$ cat src/rtl/sws_pkg.sv
package sws_pkg;
    localparam int unsigned ADDR_W = 2;

    localparam logic [ADDR_W-1:0] REG_DATA = 2'd0;
    localparam logic [ADDR_W-1:0] REG_STAT = 2'd1;
    localparam logic [ADDR_W-1:0] REG_CTRL = 2'd2;

    localparam int unsigned CTL_IRQ_EN    = 0;
    localparam int unsigned CTL_WIRE3     = 1;
    localparam int unsigned CTL_STRB_CLK  = 2;
    localparam int unsigned CTL_FALL_SAMP = 3;
    localparam int unsigned CTL_TOGGLE    = 6;

    typedef struct packed {
        logic fall_samp;
        logic strb_clk;
        logic wire3;
        logic irq_en;
    } ctrl_t;
endpackage

$ cat src/rtl/sws_edge_counter.sv
module sws_edge_counter #(
    parameter int unsigned CNT_W = 4
) (
    input  logic             clk_i,
    input  logic             rst_ni,
    input  logic             load_i,
    input  logic [CNT_W-1:0] load_val_i,
    input  logic             step_i,
    output logic [CNT_W-1:0] cnt_o,
    output logic             wrap_o
);
    localparam logic [CNT_W-1:0] CNT_TOP = '1;

    typedef struct packed {
        logic [CNT_W-1:0] cnt;
    } cnt_state_t;

    cnt_state_t st_d, st_q;

    always_comb begin
        st_d = st_q;
        if (load_i) begin
            st_d.cnt = load_val_i;
        end else if (step_i) begin
            st_d.cnt = st_q.cnt + 1'b1;
        end
    end

    always_ff @(posedge clk_i or negedge rst_ni) begin
        if (!rst_ni) begin
            st_q <= '0;
        end else begin
            st_q <= st_d;
        end
    end

    assign cnt_o  = st_q.cnt;
    assign wrap_o = step_i && !load_i && (st_q.cnt == CNT_TOP);

    AST_CNT_STEP: assert property (@(posedge clk_i) disable iff (!rst_ni)
        (step_i && !load_i) |=> (cnt_o == CNT_W'($past(cnt_o) + 1'b1)));

    AST_CNT_HOLD: assert property (@(posedge clk_i) disable iff (!rst_ni)
        (!step_i && !load_i) |=> $stable(cnt_o));
endmodule

$ cat src/rtl/sws_shift_core.sv
module sws_shift_core #(
    parameter int unsigned DATA_W = 8
) (
    input  logic              clk_i,
    input  logic              rst_ni,
    input  logic              load_i,
    input  logic [DATA_W-1:0] load_val_i,
    input  logic              sample_i,
    input  logic              drive_i,
    input  logic              sdi_i,
    output logic [DATA_W-1:0] data_o,
    output logic              sdo_o
);
    typedef struct packed {
        logic [DATA_W-1:0] data;
        logic              out_bit;
    } shift_state_t;

    shift_state_t st_d, st_q;

    always_comb begin
        st_d = st_q;
        if (load_i) begin
            st_d.data    = load_val_i;
            st_d.out_bit = load_val_i[DATA_W-1];
        end else begin
            if (sample_i) begin
                st_d.data = {st_q.data[DATA_W-2:0], sdi_i};
            end
            if (drive_i) begin
                st_d.out_bit = st_q.data[DATA_W-1];
            end
        end
    end

    always_ff @(posedge clk_i or negedge rst_ni) begin
        if (!rst_ni) begin
            st_q <= '0;
        end else begin
            st_q <= st_d;
        end
    end

    assign data_o = st_q.data;
    assign sdo_o  = st_q.out_bit;

    AST_SAMPLE_LSB: assert property (@(posedge clk_i) disable iff (!rst_ni)
        (sample_i && !load_i) |=> (data_o[0] == $past(sdi_i)));

    AST_LOAD_DRIVES_MSB: assert property (@(posedge clk_i) disable iff (!rst_ni)
        load_i |=> (sdo_o == $past(load_val_i[DATA_W-1])));
endmodule

$ cat src/rtl/sws_strobe_shifter.sv
module sws_strobe_shifter
    import sws_pkg::*;
#(
    parameter int unsigned DATA_W = 8
) (
    input  logic              clk_i,
    input  logic              rst_ni,
    input  logic [ADDR_W-1:0] bus_addr_i,
    input  logic              bus_wr_i,
    input  logic [DATA_W-1:0] bus_wdata_i,
    output logic [DATA_W-1:0] bus_rdata_o,
    output logic              sclk_o,
    output logic              sdo_o,
    input  logic              sdi_i,
    output logic              irq_o
);
    localparam int unsigned CNT_W = $clog2(2 * DATA_W);
    localparam logic [CNT_W-1:0] CNT_TOP = '1;

    typedef struct packed {
        ctrl_t ctrl;
        logic  sclk;
        logic  flag;
    } top_state_t;

    top_state_t        st_d, st_q;
    ctrl_t             cfg_eff;
    logic              wr_data, wr_stat, wr_ctrl, strobe;
    logic              edge_ev, rising, sample_ev, drive_ev;
    logic              cnt_wrap;
    logic [CNT_W-1:0]  cnt_q;
    logic [DATA_W-1:0] data_q;

    always_comb begin
        wr_data = bus_wr_i && (bus_addr_i == REG_DATA);
        wr_stat = bus_wr_i && (bus_addr_i == REG_STAT);
        wr_ctrl = bus_wr_i && (bus_addr_i == REG_CTRL);
        strobe  = wr_ctrl && bus_wdata_i[CTL_TOGGLE];

        cfg_eff = st_q.ctrl;
        if (wr_ctrl) begin
            cfg_eff.irq_en    = bus_wdata_i[CTL_IRQ_EN];
            cfg_eff.wire3     = bus_wdata_i[CTL_WIRE3];
            cfg_eff.strb_clk  = bus_wdata_i[CTL_STRB_CLK];
            cfg_eff.fall_samp = bus_wdata_i[CTL_FALL_SAMP];
        end

        rising    = !st_q.sclk;
        edge_ev   = strobe && cfg_eff.wire3 && cfg_eff.strb_clk && !st_q.flag;
        sample_ev = edge_ev && (rising != cfg_eff.fall_samp);
        drive_ev  = edge_ev && (rising == cfg_eff.fall_samp);

        st_d      = st_q;
        st_d.ctrl = cfg_eff;
        st_d.sclk = st_q.sclk ^ strobe;
        if (cnt_wrap) begin
            st_d.flag = 1'b1;
        end else if (wr_stat && bus_wdata_i[DATA_W-1]) begin
            st_d.flag = 1'b0;
        end
    end

    always_ff @(posedge clk_i or negedge rst_ni) begin
        if (!rst_ni) begin
            st_q <= '0;
        end else begin
            st_q <= st_d;
        end
    end

    sws_edge_counter #(
        .CNT_W(CNT_W)
    ) cnt_i (
        .clk_i     (clk_i),
        .rst_ni    (rst_ni),
        .load_i    (wr_stat),
        .load_val_i(bus_wdata_i[CNT_W-1:0]),
        .step_i    (edge_ev),
        .cnt_o     (cnt_q),
        .wrap_o    (cnt_wrap)
    );

    sws_shift_core #(
        .DATA_W(DATA_W)
    ) shift_i (
        .clk_i     (clk_i),
        .rst_ni    (rst_ni),
        .load_i    (wr_data),
        .load_val_i(bus_wdata_i),
        .sample_i  (sample_ev),
        .drive_i   (drive_ev),
        .sdi_i     (sdi_i),
        .data_o    (data_q),
        .sdo_o     (sdo_o)
    );

    always_comb begin
        bus_rdata_o = '0;
        unique case (bus_addr_i)
            REG_DATA: bus_rdata_o = data_q;
            REG_STAT: begin
                bus_rdata_o[DATA_W-1]  = st_q.flag;
                bus_rdata_o[CNT_W-1:0] = cnt_q;
            end
            REG_CTRL: begin
                bus_rdata_o[CTL_IRQ_EN]    = st_q.ctrl.irq_en;
                bus_rdata_o[CTL_WIRE3]     = st_q.ctrl.wire3;
                bus_rdata_o[CTL_STRB_CLK]  = st_q.ctrl.strb_clk;
                bus_rdata_o[CTL_FALL_SAMP] = st_q.ctrl.fall_samp;
            end
            default: bus_rdata_o = '0;
        endcase
    end

    assign sclk_o = st_q.sclk;
    assign irq_o  = st_q.flag && st_q.ctrl.irq_en;

    AST_STROBE_TOGGLES: assert property (@(posedge clk_i) disable iff (!rst_ni)
        strobe |=> (sclk_o != $past(sclk_o)));

    AST_FLAG_ON_WRAP: assert property (@(posedge clk_i) disable iff (!rst_ni)
        $rose(st_q.flag) |-> ($past(edge_ev) && ($past(cnt_q) == CNT_TOP)));

    AST_FROZEN_WHEN_FLAG: assert property (@(posedge clk_i) disable iff (!rst_ni)
        (st_q.flag && !wr_data && !wr_stat) |=> ($stable(data_q) && $stable(cnt_q) && $stable(sdo_o)));
endmodule

$ cat config.mk
export PLATFORM = sky130hd
export DESIGN_NAME = sws_strobe_shifter
export DESIGN_NICKNAME = d
export VERILOG_FILES = /design/src/rtl/sws_pkg.sv /design/src/rtl/sws_edge_counter.sv /design/src/rtl/sws_shift_core.sv /design/src/rtl/sws_strobe_shifter.sv
export SDC_FILE = /design/constraint.sdc
export NUM_CORES = 1
export LEC_CHECK = 0
export BUFFER_PORTS_ARGS = -buffer_cell sky130_fd_sc_hd__buf_4
export CORE_ASPECT_RATIO = 0.8
export CORE_MARGIN = 2
export CORE_UTILIZATION = 45
export CTS_CLUSTER_SIZE = 40
export DETAILED_ROUTE_END_ITERATION = 10
export PLACE_DENSITY = 0.65
export SYNTH_ARGS = -nofsm -noshare
export SYNTH_HDL_FRONTEND = slang
export SYNTH_SLANG_ARGS = --single-unit
$ cat constraint.sdc
create_clock -name clk_i -period 1.7 [get_ports clk_i]
set_input_delay 0.425 -clock clk_i [delete_from_list [all_inputs] [get_ports clk_i]]
set_output_delay 0.425 -clock clk_i [all_outputs]
set_load 0.1 [all_outputs]
* After elaboration in Yosys (flattened, before gate mapping)
Index checks and enable logic that the tools add are counted. Widths: inputs -> output; s select.
Word-level totals: bits in registers 19, output and inout bits 11
Cells by class: bitwise logic cells 1, equality and inequality tests 5, reductions and logical operators 21, $add $sub $neg 1, muxes and demuxes 11
Operator list (number):
- $logic_and 1x1->1 | 13
- $mux 4 | 3
- $pmux 4 s3 | 1
- $mux 9 | 1
- $mux 8 | 1
- $reduce_bool 2->1 | 4
- $add 4x1->4 const B | 1
- $eq 4x4->1 const B | 1
- $logic_not 1->1 | 3
- $mux 1 | 3
- $mux 3 | 1
- $eq 2x1->1 const B | 1
- $eq 2x2->1 const B | 1
- $logic_not 2->1 | 1
- $pmux 1 s2 | 1
- $eq 1x1->1 | 1
- $ne 1x1->1 | 1
- $xor 1x1->1 | 1

* Longest topological paths before layout
Gate-level depths: netlist of the first run.
depth in word-level cells 9, gate-level depth with buffers 7

* By module
From an unflattened synthesis of the first run, not the netlist that was laid out.
Second synthesis, totals: cells, all modules 98, area, all modules 1107.3 µm²
Modules (own cells, without submodules):
- sws_strobe_shifter | cells each 41, area an instance 471.7 µm², instances 1
- sws_shift_core | cells each 36, area an instance 420.4 µm², instances 1
- sws_edge_counter | cells each 21, area an instance 215.2 µm², instances 1

* Worst setup path after synthesis of the first run
No wires, ideal clock.
kind input -> output, start point in bus_addr_i[0], end point out bus_rdata_o[0], slack -1.494 ns, data required time 1.275 ns, path buffers 1, arrival time 2.769 ns, stages 3, cells stage by stage buf_6 mux2i_1 o21ai_0
Between the ends: longest elaborated chain between the ends 2, elaborated cells on any way between the ends 4
Ends and longest elaborated chain:
- start: declaration | RTL line sws_strobe_shifter.sv:8 | input logic [ADDR_W-1:0] bus_addr_i,
- $eq 2x2->1 (tied with other cells) | RTL line sws_strobe_shifter.sv:99 | unique case (bus_addr_i)
- $pmux 4 s3 (*) | RTL line sws_strobe_shifter.sv:99
- end: declaration | RTL line sws_strobe_shifter.sv:11 | output logic [DATA_W-1:0] bus_rdata_o,
Every way passes the cells marked *; elsewhere a longest branch is shown, timed or not.

* Final worst setup path of the first run
start point in bus_addr_i[0], end point out bus_rdata_o[3]
Same word-level chain as after synthesis.

==> results of run 1 <==
-- critical path, cell delays in order --
cell and delay, ps:
buf_4 150, buf_4 140, mux2i_2 160, o21ai_4 130, buf_6 230
-- logic make-up after synthesis --
logic type,share of synthesized area (%)
multiplexers,9.63
adder cells (fa/ha/maj),1.13
XOR/XNOR,4.76
buffers and inverters,2.94
flip-flops,43.0
AND/OR/NAND/NOR,22.8
AO/OA/AOI/OAI,15.7
-- cells in the final DEF, fill, tap and decap left out, types with 2 or more instances in the layout --
master    instances
buf_12            2
buf_6             6
nand2_1          14
o21ai_0           6
mux2i_2           4
a221o_1           2
and2_2            3
nand3_1          10
mux2i_4           2
o21ai_1           5
dfrtp_1          15
nor2_1           12
clkbuf_4          3
buf_4            28
a31oi_1           9
mux2_2            3
o21ai_4           4
dfrtp_2           4
-- power by group --
group          switching (mW)  internal [mW]  total [mW]
clock network           0.149         0.0878       0.237
registers               0.112          0.547       0.659
logic                   0.580          0.317       0.896
-- per-layer routing --
metal  track usage (%)  wire length (µm)  up-vias
met5                 0                 0        -
met4              4.55                13        0
met3              5.61               158        2
met2              31.1              1280       32
met1              32.6              1350      489
li1                  -                 -      483
-- through the flow --
stage	hold slack [ps]	instances	utilization (%)	total power [mW]	setup WS (ps)
after floorplan	129	115	-	1.25	12.0
final	377	178	65.7	1.79	37.6
after detailed placement	318	171	59.8	1.48	-77.4
after global placement	316	171	59.8	1.47	-61.3
after global routing	366	178	65.7	1.89	-12.4
after CTS	366	176	63.0	1.76	12.7
-- state kept, by name, summed over array words and instances, names as in the netlist --
signal,cells
cnt_i.cnt_o,4
sclk_o,1
shift_i.data_o,8
shift_i.sdo_o,1
st_q,5
-- layout make-up --
class | count | area (µm²)
fill | 211 | 818
clock inverter | 1 | 5.00
multi-input combinational | 90 | 691
timing repair buffer | 37 | 328
clock buffer | 3 | 22.5
inverter | 1 | 3.75
sequential | 19 | 480
tap | 27 | 33.8
-- worst paths after layout --
check | from | to | slack [ps] | cells past startpoint
worst max-delay path | bus_addr_i[0] | bus_rdata_o[3] | 40 | 5
worst min-delay path | bus_wdata_i[0] | cnt_i.cnt_o[0] | 380 | 2
worst max register to register | st_q[0] | shift_i.data_o[5] | 180 | 3
worst min register to register | st_q[3] | st_q[3] | 530 | 1
max in group asynchronous | rst_ni | sclk_o | 960 | 2
min in group asynchronous | rst_ni | cnt_i.cnt_o[2] | 520 | 2
-- timing repair --
| action | CTS | global route |
|---|---|---|
| endpoints found under the setup margin | 5 | 9 |
| hold buffers | 1 | 0 |
| buffers inserted | 0 | 2 |
| hold endpoints to repair | 19 | 0 |
| gates resized for setup | 10 | 13 |
==> metrics, run 1 <==
final hold violations 0; Synth warnings 0; most numerous cell in the Yosys netlist dfrtp_1; Post-Syn Area 0.00110 mm²; root buf cell clkbuf_4; Congestion Overflow GR 0; layout cells sized above 1 45.0%; setup TNS 0 ps; Max Freq 602 MHz; most instantiated cells after synthesis 19 x dfrtp_1, 14 x nand2_1, 14 x nor2_1; LEAKAGE 0.670 nW; Hold Path Class in2reg; Setup crit end kind output pin; n_diodes 0; share of the synthesized area in the top cell type 43.0%; Rows 16; post-DP HPWL 2.10 mm; CP arrival 1240 ps; Critical Setup Path Class in2out; Die Y 48.3 µm; IO Count 25; initial antenna violation count 0; max_slew headroom 66.5%; Critical Path Start Type primary input; initial drt markers 34; Seq/Total Area, Yosys 43.0%; RSZ-0062 raised after global routing yes; most area-hungry cell type in the Yosys netlist dfrtp_1; Synth Register Bits 19; DP Area 0.00143 mm²; CTS HTree Levels 1; power per standard cell area 1150 mW/mm²; max-slew violation count 0; Peak VDD IR 0.000528 V; # setup viols final 0; Req. time, crit path 1270 ps; Synth Flop Type dfrtp_1; first-pass GRT wire length 4.59 mm; clk_skew 5.77 ps; Avg Vias per Cell 5.65; synth unique cells 29; max_cap viols 0; Synth Area per Inst 9.61 µm²; Die Width 59.4 µm; CTS Buffer Depth 2; core area 0.00238 mm²; min Tclk post-route 1660 ps; Final period util 97.8%; Sink Count 19; Slew @ Worst Pin 501 ps; DR WL/cell 15.7 µm; syn_nets 130; worst skew pair latency 300 ps; DR vias 1006; Die Area 0.00287 mm²; P&R area growth vs syn 41.6%; crit path max fanout 7; initial cell density of the core 46.4%; Num CTS Buffers 3; largest net degree at the start of global routing 20; remaining antenna violation count 0; vias in the first global route 976; asr flop ratio synth 100%; PortBufs 24; Post-synth EDFFs 0; Final nets 167; Mapped Cells 115; # DRC 0; Clock transition at path regs 110 ps; fin area 0.00156 mm²; CTS tree yes; ranking of synthesized cells by area dfrtp_1 43%, a31oi_1 5.1%, nand2_1 4.8%; DR pass1 iterations 4; Post-Route WL 2.80 mm; outcome completed; RePlAce Congestion 0.843; overall routing resource usage 21.6%
Note: power is estimated with default switching activity, not from simulation.
==> run 2, diff against run 1 <==
--- a/config.mk
+++ b/config.mk
@@ -6,6 +6,7 @@
 export NUM_CORES = 1
 export LEC_CHECK = 0
 export BUFFER_PORTS_ARGS = -buffer_cell sky130_fd_sc_hd__buf_4
+export CAP_MARGIN = 10
 export CORE_ASPECT_RATIO = 0.8
 export CORE_MARGIN = 2
 export CORE_UTILIZATION = 45
==> constraint.sdc (replaced) <==
create_clock -name clk_i -period 1.9 [get_ports clk_i]
set_input_delay 0.475 -clock clk_i [delete_from_list [all_inputs] [get_ports clk_i]]
set_output_delay 0.475 -clock clk_i [all_outputs]
set_load 0.1 [all_outputs]
==> metrics, run 2 (synthesized netlist as in run 1, its figures left out) <==
outcome completed; initial drt markers 42 (+24%); max_cap viols 0 (unchanged); Hold Path Class in2async; worst setup path start bus_addr_i[1]; register area 475 µm² (-1.0%); max-slew violation count 0 (unchanged); DR vias 979 (-2.7%); initial cell density of the core 46.4% (unchanged); critical path's slowest cell buf_4; min Tclk post-route 1840 ps; Critical Setup Path Class in2out; DR WL/cell 15.6 µm (-0.55%); Cell Chain, Critical Path buf_4 > nor2b_1 > nand2_1 > o21ai_2 > buf_4; RePlAce Congestion 0.816 (-3.2%); critical path endpoint bus_rdata_o[0]; CTS HTree Levels 1 (unchanged); max reg flops 8 (unchanged); Req. time, crit path 1420 ps (+150 ps); clk_skew 5.68 ps (-0.0877 ps); CP arrival 1360 ps (+120 ps); max_slew headroom 64.1% (-2.4 points); final core occ 58.4% (-7.3 points); crit-path max cell delay 300 ps (+70 ps); Worst Setup Slack, final 60.7 ps (+23.1 ps); worst r2r path cells 3 (unchanged); Reg2Reg Launch Point st_q[0]; P&R area growth vs syn 25.8%; largest net degree at the start of global routing 20 (unchanged); Multi-input gate area 618 µm² (-11%); first-pass GRT wire length 4.52 mm (-1.5%); Hold-fix buffers, CTS 0 (-1); core area 0.00238 mm² (unchanged); layout cells sized above 1 34.7% (-10 points); fin area 0.00139 mm² (-11%); Congestion Overflow GR 0 (unchanged); Avg Vias per Cell 5.73 (+1.3%); Setup WS pre-CTS 51.1 ps (+128 ps); remaining antenna violation count 0 (unchanged); post-DP HPWL 2.00 mm (-4.6%); Critical Path Start Type primary input; # setup viols final 0 (unchanged); # DRC 0 (unchanged); Peak VDD IR 0.000479 V (-9.4%); Sink Count 19 (unchanged); crit path max fanout 7 (unchanged); commonest non-fill, non-tap cell in the layout buf_4; Die Y 48.3 µm (unchanged); root buf cell clkbuf_4; worst skew pair latency 310 ps (about the same); Die Area 0.00287 mm² (unchanged); power per standard cell area 1080 mW/mm² (-5.4%); Final period util 96.8%; CTS Buffer Depth 2 (unchanged); DP Area 0.00136 mm² (-4.8%); overall routing resource usage 21.1% (-0.54 points); Die Width 59.4 µm (unchanged); Num CTS Buffers 3 (unchanged); most used cell, CP buf_4; Rows 16 (unchanged); initial antenna violation count 0 (unchanged); DR pass1 iterations 5 (+1); n_diodes 0 (unchanged); CTS tree yes; Setup crit end kind output pin; Max Freq 544 MHz; Worst R2R Setup Slack 390 ps (+210 ps); Final nets 160 (-4.2%); commonest cells after routing, fill and taps aside 28 x buf_4, 19 x dfrtp_1, 14 x nand2_1; Clock transition at path regs 110 ps (about the same); Pwr Total 1.51 mW (-16%); RSZ-0062 raised after global routing no; IO Count 25 (unchanged); LEAKAGE 0.624 nW (-7.0%); vias in the first global route 931 (-4.6%); Worst R2R End shift_i.data_o[0]; Post-Route WL 2.68 mm (-4.5%); PortBufs 24 (unchanged); Fillers 203 (-3.8%); final hold violations 0 (unchanged); Slew @ Worst Pin 537 ps (+35.7 ps)
-- run 2: cell count changes in the layout (fill, tap and decap cells not counted), sizes merged --
cell         previous run  this run
dlygate4sd3             1         0
buf                    36        30
clkinv                  1         0
clkbuf                  3         4
-- run 2: report_power, final --
group	switching [mW]	total (mW)	internal, mW
combinational	0.495	0.718	0.222
clock	0.130	0.212	0.0821
sequential	0.0921	0.578	0.486
-- run 2: metal layers --
layer	GRT usage (%)	up-vias	share of wire, %
met2	30.0	38	44
met4	6.82	0	1.3
met5	0	-	0
li1	-	472	-
met3	5.88	5	7.1
met1	30.6	464	48
-- run 2: final cells by class --
class / instances / share of cell area, %
Clock buffer: 4 / 1.89
Inverter: 1 / 0.270
Multi-Input combinational cell: 90 / 44.5
Sequential cell: 19 / 34.2
Tap cell: 27 / 2.43
Timing Repair Buffer: 30 / 16.7
-- run 2: how the worst min path moves through the flow --
stage	startpoint	endpoint	cells after the start
after CTS	rst_ni	cnt_i.cnt_o[0]	1
after global placement	rst_ni	st_q[3]	1
after detailed placement	rst_ni	st_q[3]	1
after global routing	rst_ni	st_q[3]	1
after floorplan	rst_ni	cnt_i.cnt_o[0]	0
final	rst_ni	shift_i.data_o[3]	1
-- run 2: timing repair --
item                       CTS  global route
gates resized for setup      0             2
hold endpoints to repair     0             0
setup buffers                0             0
setup endpoints to repair    0             2
-- run 2: through the flow --
step,TNS [ps],instances,hold slack [ps]
global route,0,171,20.3
floorplan,-543,115,179
global placement,0,167,366
detailed placement,0,167,370
CTS,0,171,24.4
finish,0,171,21.6
-- run 2: worst max-delay path, delay by kind of cell --
family	cells	cell delay [ps]
AND/OR/NAND/NOR	2	380
buffers and inverters	2	450
AO/OA/AOI/OAI	1	60
==> run 3, diff against run 2 <==
==> constraint.sdc (replaced) <==
create_clock -name clk_i -period 2.3 [get_ports clk_i]
set_input_delay 0.575 -clock clk_i [delete_from_list [all_inputs] [get_ports clk_i]]
set_output_delay 0.575 -clock clk_i [all_outputs]
set_load 0.1 [all_outputs]
==> metrics, run 3 (synthesized netlist as in run 1, its figures left out) <==
CTS Buffer Depth 2 (unchanged); CTS tree yes; worst skew pair latency 310 ps (about the same); Num CTS Buffers 3 (unchanged); Reg2Reg Launch Point st_q[0]; remaining antenna violation count 0 (unchanged); largest net degree at the start of global routing 20 (unchanged); register area 475 µm² (unchanged); min Tclk post-route 2070 ps; DR pass1 iterations 4 (-1); # resized after CTS 0 (unchanged); Die Y 48.3 µm (unchanged); max_cap viols 0 (unchanged); Multi-input gate area 614 µm² (-0.61%); Worst R2R End shift_i.data_o[0]; final hold violations 0 (unchanged); RSZ-0062 raised after global routing no; Peak VDD IR 0.000452 V (-5.6%); commonest non-fill, non-tap cell in the layout buf_4; # Post-CTS Setup Buffers 0 (unchanged); LEAKAGE 0.601 nW (-3.7%); clk_skew 3.47 ps (-2.21 ps); # setup viols final 0 (unchanged); initial antenna violation count 0 (unchanged); Top Family by Delay on Critical Path buffers and inverters; Slew @ Worst Pin 514 ps (-22.9 ps); root buf cell clkbuf_4; RePlAce Congestion 0.799 (-2.1%); # DRC 0 (unchanged); crit-path max cell delay 300 ps (about the same); outcome completed; Die Area 0.00287 mm² (unchanged); DR WL/cell 15.7 µm (+0.41%); post-DP HPWL 1.93 mm (-3.3%); CP arrival 1490 ps (+130 ps); fin cells 167 (-2.3%); Final period util 89.8%; IO Count 25 (unchanged); Req. time, crit path 1730 ps (+310 ps); max-slew violation count 0 (unchanged); Placed Cells 163 (-2.4%); Critical Setup Path Class in2out; initial drt markers 27 (-36%); Critical Path Start Type primary input; Hold-fix buffers, CTS 0 (unchanged); first-pass GRT wire length 4.53 mm (+0.31%); Max Freq 484 MHz; overall routing resource usage 20.9% (-0.13 points); worst r2r path cells 3 (unchanged); Congestion Overflow GR 0 (unchanged); max_slew headroom 65.7% (+1.5 points); Avg Vias per Cell 5.74 (+0.30%); Setup crit end kind output pin; Hold Path Class in2async; P&R area growth vs syn 22.1%; crit path max fanout 10 (+3); core area 0.00238 mm² (unchanged); Post-Route WL 2.62 mm (-1.9%); critical path's slowest cell buf_4; CP Buf/Inv Count 2 (unchanged); Fillers 221 (+8.9%); DR vias 959 (-2.0%); power per standard cell area 906 mW/mm² (-16%); initial cell density of the core 46.4% (unchanged); commonest cells after routing, fill and taps aside 26 x buf_4, 19 x dfrtp_1, 14 x nand2_1; Final nets 156 (-2.5%); layout cells sized above 1 30.7% (-4.0 points); Sink Count 19 (unchanged); Cell Chain, Critical Path buf_4 > nor2b_1 > nand2_1 > o21ai_2 > buf_4; Worst R2R Setup Slack 770 ps (+380 ps); max reg flops 8 (unchanged); vias in the first global route 887 (-4.7%); most used cell, CP buf_4; CTS HTree Levels 1 (unchanged); PortBufs 24 (unchanged); Rows 16 (unchanged); n_diodes 0 (unchanged); Clock transition at path regs 110 ps (about the same); Die Width 59.4 µm (unchanged); setup TNS 0 ps (unchanged)
-- run 3: changes by cell type in the layout (fill, tap and decap cells not counted) --
cell,delta
and2_1,+3
and2_2,-3
buf_4,-2
buf_6,-2
-- run 3: worst reg2reg max path, delay by kind of cell, from the launching register on --
family,cells,cell delay [ps]
AO/OA/AOI/OAI,2,350
flip-flops,1,440
AND/OR/NAND/NOR,1,590
-- run 3: area by class of cell --
class	count	share of cell area, %
clock buffer	4	1.95
timing repair buffer	26	14.5
sequential	19	35.3
tap	27	2.50
multi-input combinational	90	45.5
inverter	1	0.278
-- run 3: worst max path at each step --
stage                endpoint  cells after the start     startpoint
2_1_floorplan  bus_rdata_o[4]                      3  bus_addr_i[1]
3_3_place_gp   bus_rdata_o[3]                      5  bus_addr_i[1]
3_5_place_dp   bus_rdata_o[2]                      5  bus_addr_i[1]
4_1_cts        bus_rdata_o[2]                      5  bus_addr_i[1]
5_1_grt        bus_rdata_o[1]                      5  bus_addr_i[1]
6_report       bus_rdata_o[2]                      5  bus_addr_i[1]
-- run 3: metrics by stage --
step	power, mW	setup WS, ps	utilization, %	hold slack, ps	area, µm²
after global routing	1.29	133	56.6	118	1350
after detailed placement	1.05	233	55.5	468	1320
after CTS	1.23	226	56.6	127	1350
final	1.22	233	56.6	112	1350
after global placement	1.04	272	55.5	464	1320
after floorplan	0.904	10.8	-	279	1120
-- run 3: routing by layer --
layer  track usage, %  share of wire, %
met5                0                 0
met4             4.55              0.80
met3             5.61               6.5
met2             27.8                42
met1             33.4                50
-- run 3: where the power goes --
part	internal [mW]	switching, mW	leakage, nW
combinational	0.161	0.401	0.364
clock	0.0678	0.113	0.0150
sequential	0.401	0.0787	0.222
total	0.630	0.592	0.601
